[config.mk]
export PLATFORM = sky130hd
export DESIGN_NAME = fsup_supervisor
export DESIGN_NICKNAME = d
export VERILOG_FILES = /design/src/rtl/fsup_pkg.sv /design/src/rtl/fsup_delay_timer.sv /design/src/rtl/fsup_supervisor.sv
export SDC_FILE = /design/constraint.sdc
export NUM_CORES = 1
export LEC_CHECK = 0
export BUFFER_PORTS_ARGS = -buffer_cell sky130_fd_sc_hd__buf_2
export CORE_MARGIN = 4
export CORE_UTILIZATION = 41
export CTS_CLUSTER_SIZE = 30
export DETAILED_ROUTE_END_ITERATION = 6
export PLACE_DENSITY = 0.66
export SYNTH_ARGS = -nofsm -noshare
export SYNTH_HDL_FRONTEND = slang
export SYNTH_SLANG_ARGS = --single-unit
export TNS_END_PERCENT = 10
[constraint.sdc]
create_clock -name clk -period 2.57 [get_ports clk]
set_clock_uncertainty 0.1 [all_clocks]
set_input_delay 0.257 -clock clk [delete_from_list [all_inputs] [get_ports clk]]
set_output_delay 0.257 -clock clk [all_outputs]
set_load 0.05 [all_outputs]
[src/rtl/fsup_pkg.sv]
package fsup_pkg;
    function automatic int unsigned max2(input int unsigned a, input int unsigned b);
        return (a > b) ? a : b;
    endfunction
endpackage

[src/rtl/fsup_delay_timer.sv]
module fsup_delay_timer #(
    parameter int unsigned CNT_W = 13
) (
    input  logic             clk,
    input  logic             rst_n,
    input  logic             tick,
    input  logic             active,
    input  logic             clr,
    input  logic [CNT_W-1:0] limit,
    output logic             expire
);
    typedef struct packed {
        logic [CNT_W-1:0] cnt;
    } tmr_t;

    tmr_t tmr_d, tmr_q;
    logic at_end;

    always_comb begin
        tmr_d  = tmr_q;
        at_end = (tmr_q.cnt >= (limit - CNT_W'(1)));
        expire = active && !clr && tick && at_end;
        if (!active || clr) begin
            tmr_d.cnt = '0;
        end else if (tick && !at_end) begin
            tmr_d.cnt = tmr_q.cnt + CNT_W'(1);
        end
    end

    always_ff @(posedge clk or negedge rst_n) begin
        if (!rst_n) tmr_q <= '0;
        else        tmr_q <= tmr_d;
    end


    restart_chk: assert property (@(posedge clk) disable iff (!rst_n)
        !active |=> (tmr_q.cnt == '0));


    hold_no_tick_chk: assert property (@(posedge clk) disable iff (!rst_n)
        (active && !clr && !tick) |=> $stable(tmr_q.cnt));
endmodule

[src/rtl/fsup_supervisor.sv]
module fsup_supervisor #(
    parameter int unsigned N_OUT           = 6,
    parameter int unsigned SC_LONG_TICKS   = 4500,
    parameter int unsigned SC_SHORT_TICKS  = 563,
    parameter int unsigned SUP_LONG_TICKS  = 630,
    parameter int unsigned SUP_SHORT_TICKS = 158
) (
    input  logic             clk,
    input  logic             rst_n,
    input  logic             tick_i,
    input  logic             sct_i,
    input  logic             srr_i,
    input  logic [N_OUT-1:0] oc_i,
    input  logic             uv_i,
    input  logic             ov_i,
    input  logic             tp_i,
    input  logic             tsd_i,
    output logic [N_OUT-1:0] en_o,
    output logic             scd_o,
    output logic             psf_o,
    output logic             tsd_o
);
    import fsup_pkg::*;

    localparam int unsigned MAX_TICKS = max2(max2(SC_LONG_TICKS, SC_SHORT_TICKS),
                                             max2(SUP_LONG_TICKS, SUP_SHORT_TICKS));
    localparam int unsigned CNT_W     = $clog2(MAX_TICKS + 1);

    typedef struct packed {
        logic [N_OUT-1:0] short_off;
        logic             scd;
        logic             psf;
        logic             sup_off;
        logic             tsd;
    } sup_state_t;

    sup_state_t st_d, st_q;

    logic [CNT_W-1:0] sc_lim, sup_lim;
    logic [N_OUT-1:0] sc_exp;
    logic [N_OUT-1:0] trip;
    logic             sup_bad, sup_exp;

    assign sc_lim  = sct_i ? CNT_W'(SC_LONG_TICKS)  : CNT_W'(SC_SHORT_TICKS);
    assign sup_lim = sct_i ? CNT_W'(SUP_LONG_TICKS) : CNT_W'(SUP_SHORT_TICKS);
    assign sup_bad = uv_i | ov_i;

    for (genvar gi = 0; gi < N_OUT; gi++) begin : g_sc
        fsup_delay_timer #(.CNT_W(CNT_W)) u_sc_tmr (
            .clk    (clk),
            .rst_n  (rst_n),
            .tick   (tick_i),
            .active (oc_i[gi]),
            .clr    (srr_i),
            .limit  (sc_lim),
            .expire (sc_exp[gi])
        );
    end

    fsup_delay_timer #(.CNT_W(CNT_W)) u_sup_tmr (
        .clk    (clk),
        .rst_n  (rst_n),
        .tick   (tick_i),
        .active (sup_bad),
        .clr    (1'b0),
        .limit  (sup_lim),
        .expire (sup_exp)
    );

    always_comb begin
        trip = sc_exp | (oc_i & {N_OUT{tp_i}});
        st_d = st_q;
        st_d.short_off = (srr_i ? '0 : st_q.short_off) | trip;
        st_d.scd       = (srr_i ? 1'b0 : st_q.scd) | (|trip);
        st_d.sup_off   = sup_bad & (st_q.sup_off | sup_exp);
        st_d.psf       = (srr_i ? 1'b0 : st_q.psf) | sup_exp;
        st_d.tsd       = tsd_i | (st_q.tsd & !srr_i);
    end

    always_ff @(posedge clk or negedge rst_n) begin
        if (!rst_n) st_q <= '0;
        else        st_q <= st_d;
    end

    assign en_o  = ~st_q.short_off & {N_OUT{~st_q.sup_off & ~st_q.tsd}};
    assign scd_o = st_q.scd;
    assign psf_o = st_q.psf;
    assign tsd_o = st_q.tsd;


    warn_fast_off_chk: assert property (@(posedge clk) disable iff (!rst_n)
        (|(oc_i & {N_OUT{tp_i}})) |=> ((en_o & $past(oc_i)) == '0) && scd_o);


    thermal_off_chk: assert property (@(posedge clk) disable iff (!rst_n)
        tsd_i |=> (en_o == '0) && tsd_o);


    supply_release_chk: assert property (@(posedge clk) disable iff (!rst_n)
        !sup_bad |=> !st_q.sup_off);


    psf_sticky_chk: assert property (@(posedge clk) disable iff (!rst_n)
        (psf_o && !srr_i) |=> psf_o);


    scd_sticky_chk: assert property (@(posedge clk) disable iff (!rst_n)
        (scd_o && !srr_i) |=> scd_o);
endmodule

Word-level counts from Yosys, hierarchy flattened
Index checks and enable logic that the tools add are counted.

word-level totals
  bits of input ports = 15
  output and inout bits = 9
  word-level logic and storage cells = 117
  flip-flop bits (word level) = 101

operators by class
  order comparisons = 7
  multiplexer cells = 19
  add/sub/neg operators = 9
  reduce and logical (&&, ||, !) cells = 54
  eq/ne operators = 1
  bitwise operators = 15

operators with widths
  operator                                            count
  2-to-1 mux 13 bit                                   15
  adder 13 x 1 -> 13 bit, second input constant       7
  greater-or-equal comparator 13 bit                  7
  logical AND 1 bit                                   27
  zero test 1 bit                                     14
  subtractor 13 x 1 -> 13 bit, second input constant  1
  bitwise AND 6 bit                                   2
  OR 6 bit                                            2
  nonzero test 2 bit                                  6
  subtractor 10 x 1 -> 11 bit, second input constant  1
  2-to-1 mux 10 bit                                   1
  logical OR 1 bit                                    6
  2-to-1 mux 6 bit                                    1
  inverter 6 bit                                      1
  OR reduction 6 bit                                  1
  OR 1 bit                                            5
  bitwise AND 1 bit                                   3
  2-to-1 mux 1 bit                                    2
  != test 2 x 1 -> 1 bit, second input constant       1
  inverter 1 bit                                      2

Longest topological paths before layout
  depth after elaboration = 7
  mapped depth = 9
  gate-level depth less buffers = 8

Cells and area by module
A second synthesis with hierarchy kept.

unflattened totals
  cell total of the unflattened synthesis = 1009
  area total of the unflattened synthesis = 8693.3 µm²

by module, submodules not included
  module                                   times used  cells each  seq. area each (µm²)  area each (µm²)
  fsup_delay_timer (g_sc[0].u_sc_tmr ...)  6           139         325.3                 1178.6
  fsup_delay_timer (g_sc[2].u_sc_tmr)      1           138         325.3                 1201.2
  fsup_supervisor                          1           37          250.2                 420.4

Least setup slack after synthesis
No wires, ideal clock.

  kind = input to register
  start point = input sct_i
  end point = register g_sc[5].u_sc_tmr.tmr_q[11] (netlist bit)
  setup time = 0.078 ns
  cell stages on the path = 9
  buffers on the path = 1
  slack = -0.072 ns
  arrival = 2.464 ns
  cells stage by stage = inv_1 -> ha_1 -> o211a_1 -> a211oi_2 -> o21ai_2 -> a21o_1 -> buf_6 -> or4_1 -> a21oi_1

on the way
  longest elaborated chain between the ends = 6

ends and longest elaborated chain
  item                                line                    text
  start: declaration                  fsup_supervisor.sv:11   input logic sct_i,
  2-to-1 mux 13 bit                   fsup_supervisor.sv:44   assign sc_lim = sct_i ? CNT_W'(SC_LONG_TICKS) : CNT_W'(SC_SHORT_TICKS);
  subtractor 13 x 1 -> 13 bit         fsup_delay_timer.sv:21  at_end = (tmr_q.cnt >= (limit - CNT_W'(1)));
  greater-or-equal comparator 13 bit  fsup_delay_timer.sv:21
  zero test 1 bit                     fsup_delay_timer.sv:25  end else if (tick && !at_end) begin
  logical AND 1 bit                   fsup_delay_timer.sv:25
  nonzero test 2 bit (no line)        n/a
  end signal: assignment              fsup_delay_timer.sv:32  else tmr_q <= tmr_d;
  end: declaration                    fsup_delay_timer.sv:16  tmr_t tmr_d, tmr_q;

Every way passes these cells.
A chain may end at the register's enable or synchronous reset.

Final worst setup path
  start point = register g_sc[4].u_sc_tmr.tmr_q[0] (netlist bit)
  end point = register g_sc[4].u_sc_tmr.tmr_q[10] (netlist bit)

on the way
  longest elaborated chain between the ends = 4
  elaborated cells between the ends (all ways) = 7

ends and longest elaborated chain
  item                                line
  start: declaration                  fsup_delay_timer.sv:16
  start signal: assignment            fsup_delay_timer.sv:32
  greater-or-equal comparator 13 bit  fsup_delay_timer.sv:21
  zero test 1 bit                     fsup_delay_timer.sv:25
  logical AND 1 bit                   fsup_delay_timer.sv:25
  nonzero test 2 bit (no line)        n/a

Parallel ways exist; a longest one is shown, timed or not. The select of a mux whose other input is x is not followed.

==> flow_metrics.tcl <==
set metrics [dict create \
    post-route-util_pct 50.4 \
    synthArstFlopShare_pct 100 \
    vias 5654 \
    cts_inserted_buffers 9 \
    mostFrequentLayoutCells "dfrtp_1 (100), nor2_1 (77), nand2_1 (61), buf_4 (59), ha_1 (46)" \
    cp_data_required_time_ns 2.75 \
    syn_nets 767 \
    top_layer "met5" \
    routabilityCongestion 0.834 \
    routed_wirelength_um 15600 \
    drt-initial-drc-count 372 \
    maxCapViolCount 0 \
    rsz0062_at_grt "true" \
    final-max-slew-violation-count 0 \
    crit_path_end_kind "register" \
    clock_tree.root_cell "clkbuf_16" \
    drc_errors 0 \
    yosys.area.top_type "dfrtp_1" \
    hold_ws_ns 0.107 \
    p_leak_nw 3.46 \
    clk_pin_slew_worst_paths_ns 0.07 \
    setup_viol 0 \
    first_global_vias 5642 \
    yosysSeqAreaShare_pct 39.0 \
    portBuffers 23 \
    wl_met1_um 7300 \
    multi_input_area_um2 3930 \
    overflow 0 \
    wl_met3_um 573 \
    area_delta_synth_final_pct 19.4 \
    wire_per_inst_um 15.7 \
    clk_latency_ns 0.36 \
    die_height_um 134 \
    place_ws_ns -0.207 \
    grt_util_all_layers_pct 18.2 \
    ys_ff_latch 101 \
    clock-sinks 101 \
    whs_endpoint "st_q[6]" \
    crit_arrival_ns 2.66 \
    reg2reg_to "g_sc[4].u_sc_tmr.tmr_q[10]" \
    met2_length_um 7510 \
    ys_types 68 \
    antenna_found_initial 1 \
    finalCriticalPeriod_ns 2.48 \
    syn_inst 703 \
    die_x_um 134 \
    synth_ff_type "dfrtp_1" \
    finalHoldViolCount 0 \
    slew_headroom_pct 48.5 \
    hp-class "input port to register" \
    p_per_area_nw_per_um2 439 \
    period_share_pct 96.7 \
    final_antenna_net_count 0 \
    irDropWorstVdd_mv 0.281 \
    cts_tree "built" \
    rows 45 \
    critPathLaunchType "register" \
    dr.pass1.iters 5 \
    crit_type "register to register" \
    dp_hpwl_um 11300 \
    io_pins 24 \
    status "complete, no violations" \
    grt_pass1_wl_um 26900 \
    routed_via_density 5.68 \
    initial_utilization_pct 42.3 \
    r2r_setup_slack_ns 0.09 \
    synth_edf_count 0 \
    crit_path_max_fanout 4 \
    fillers 1411 \
    holdCritStartpoint "oc_i[2]" \
    yosys_warnings 0 \
    finalNetCount 845 \
    dieArea_um2 17900 \
    worst_pin_slew_ns 0.767 \
    seq_area_um2 2530 \
    timing.rr.start "g_sc[4].u_sc_tmr.tmr_q[0]" \
    fmax_ghz 0.402 \
    synth_area_per_cell_um2 9.21 \
    n_antenna_cell 0 \
    hold_depth 2 \
    rr_worst_depth 8 \
    final_common_cell "dfrtp_1" \
    synth_area_um2 6470 \
    core_um2 15300 \
    htreeDepth 3 \
    synthTopCellsByArea "dfrtp_1 (39%), ha_1 (9.5%), xnor2_1 (5.0%)" \
    worst_slack_ns 0.0854 \
    cts.path.max_buffers 2 \
    netlist.area_leader.share_pct 39.0 \
    grt_max_degree 46 \
    dp.cells 975 \
    drive_gt1_share_pct 19.1 \
    final_cells 996 \
]
## metal layers
metal	GRT usage, %	vias up
met1	23.5	2761
met2	30.7	91
met3	3.59	26
li1	-	2774
met5	0	-
met4	5.89	2
## sequential cells by signal (all words and copies together), names as in the netlist
register	cells
g_sc.u_sc_tmr.tmr_q	78
psf_o	1
scd_o	1
st_q	7
tsd_o	1
u_sup_tmr.tmr_q	13
## cell usage after synthesis, types with 5 or more instances
cell type  instances
nand2_1           61
or3_1             16
a41o_1             5
o21ai_0           23
xnor2_1           37
nand4_1           17
a31oi_1            7
inv_1             24
o211ai_1           5
ha_1              49
a21oi_1           43
clkbuf_1          14
nand2b_1          10
nor2_1            77
a21o_1             6
mux2i_1            6
and3_1            14
nor3_1             9
a211oi_1          21
dfrtp_1          101
nand3_1           26
or4_1             18
a211o_1            8
nor2b_1           14
o31ai_1           16
## worst max-delay path by stage
stage                                         start                         end  slack [ns]  cells past startpoint
after floorplan                               sct_i  g_sc[5].u_sc_tmr.tmr_q[11]        0.01                      9
after global placement                        sct_i   g_sc[2].u_sc_tmr.tmr_q[6]       -0.13                     10
after detailed placement                      sct_i   g_sc[2].u_sc_tmr.tmr_q[6]       -0.21                     11
after CTS                 g_sc[4].u_sc_tmr.tmr_q[0]   g_sc[4].u_sc_tmr.tmr_q[8]        0.02                      8
after global routing      g_sc[0].u_sc_tmr.tmr_q[0]                       scd_o       -0.02                      9
final                     g_sc[4].u_sc_tmr.tmr_q[0]  g_sc[4].u_sc_tmr.tmr_q[10]        0.09                      8
## what timing repair did
| item | CTS | global route |
|---|---|---|
| hold buffers | 2 | 0 |
| pin swaps | 2 | 22 |
| endpoints found under the hold margin | 33 | 0 |
| buffers inserted | 0 | 3 |
| gates resized for setup | 2 | 29 |
| setup endpoints to repair | 4 | 25 |
| cloned | 0 | 1 |
## cell type report
| class | instances | area share [%] |
|---|---|---|
| clock buffers | 14 | 3.55 |
| clock inverters | 1 | 0.0648 |
| inverters | 24 | 1.21 |
| multi-input cells | 558 | 50.8 |
| flip-flops and latches | 101 | 32.7 |
| well taps | 211 | 3.42 |
| repair buffers | 87 | 8.23 |
## where the power goes
part | internal, mW | switching (mW)
clock | 0.731 | 0.590
combinational | 0.158 | 0.262
sequential | 1.62 | 0.0319
total | 2.51 | 0.884
## worst max-delay path, cell delays in order (launching register included)
cell      delay, ns
dfrtp_1        0.40
inv_2          0.09
ha_4           0.20
nand2b_1       0.14
a211o_1        0.26
a211o_1        0.34
a21o_1         0.23
or4_4          0.53
a21oi_2        0.12
## metrics by stage
step / power (mW) / setup TNS [ns] / area [µm²]
2_1_floorplan: 1.91 / 0 / 6490
5_1_grt: 3.55 / -0.0205 / 7730
4_1_cts: 3.41 / 0 / 7550
3_5_place_dp: 2.09 / -5.60 / 7250
6_report: 3.39 / 0 / 7730
3_3_place_gp: 2.07 / -3.30 / 7250
## logic make-up after synthesis
family	share of synthesized area, %
simple gates	22.8
compound gates	19.7
flops	39.0
fa+ha+maj	9.47
buf+inv	2.82
xor+xnor	5.14
mux	0.928
(Power assumes the default switching activity.)
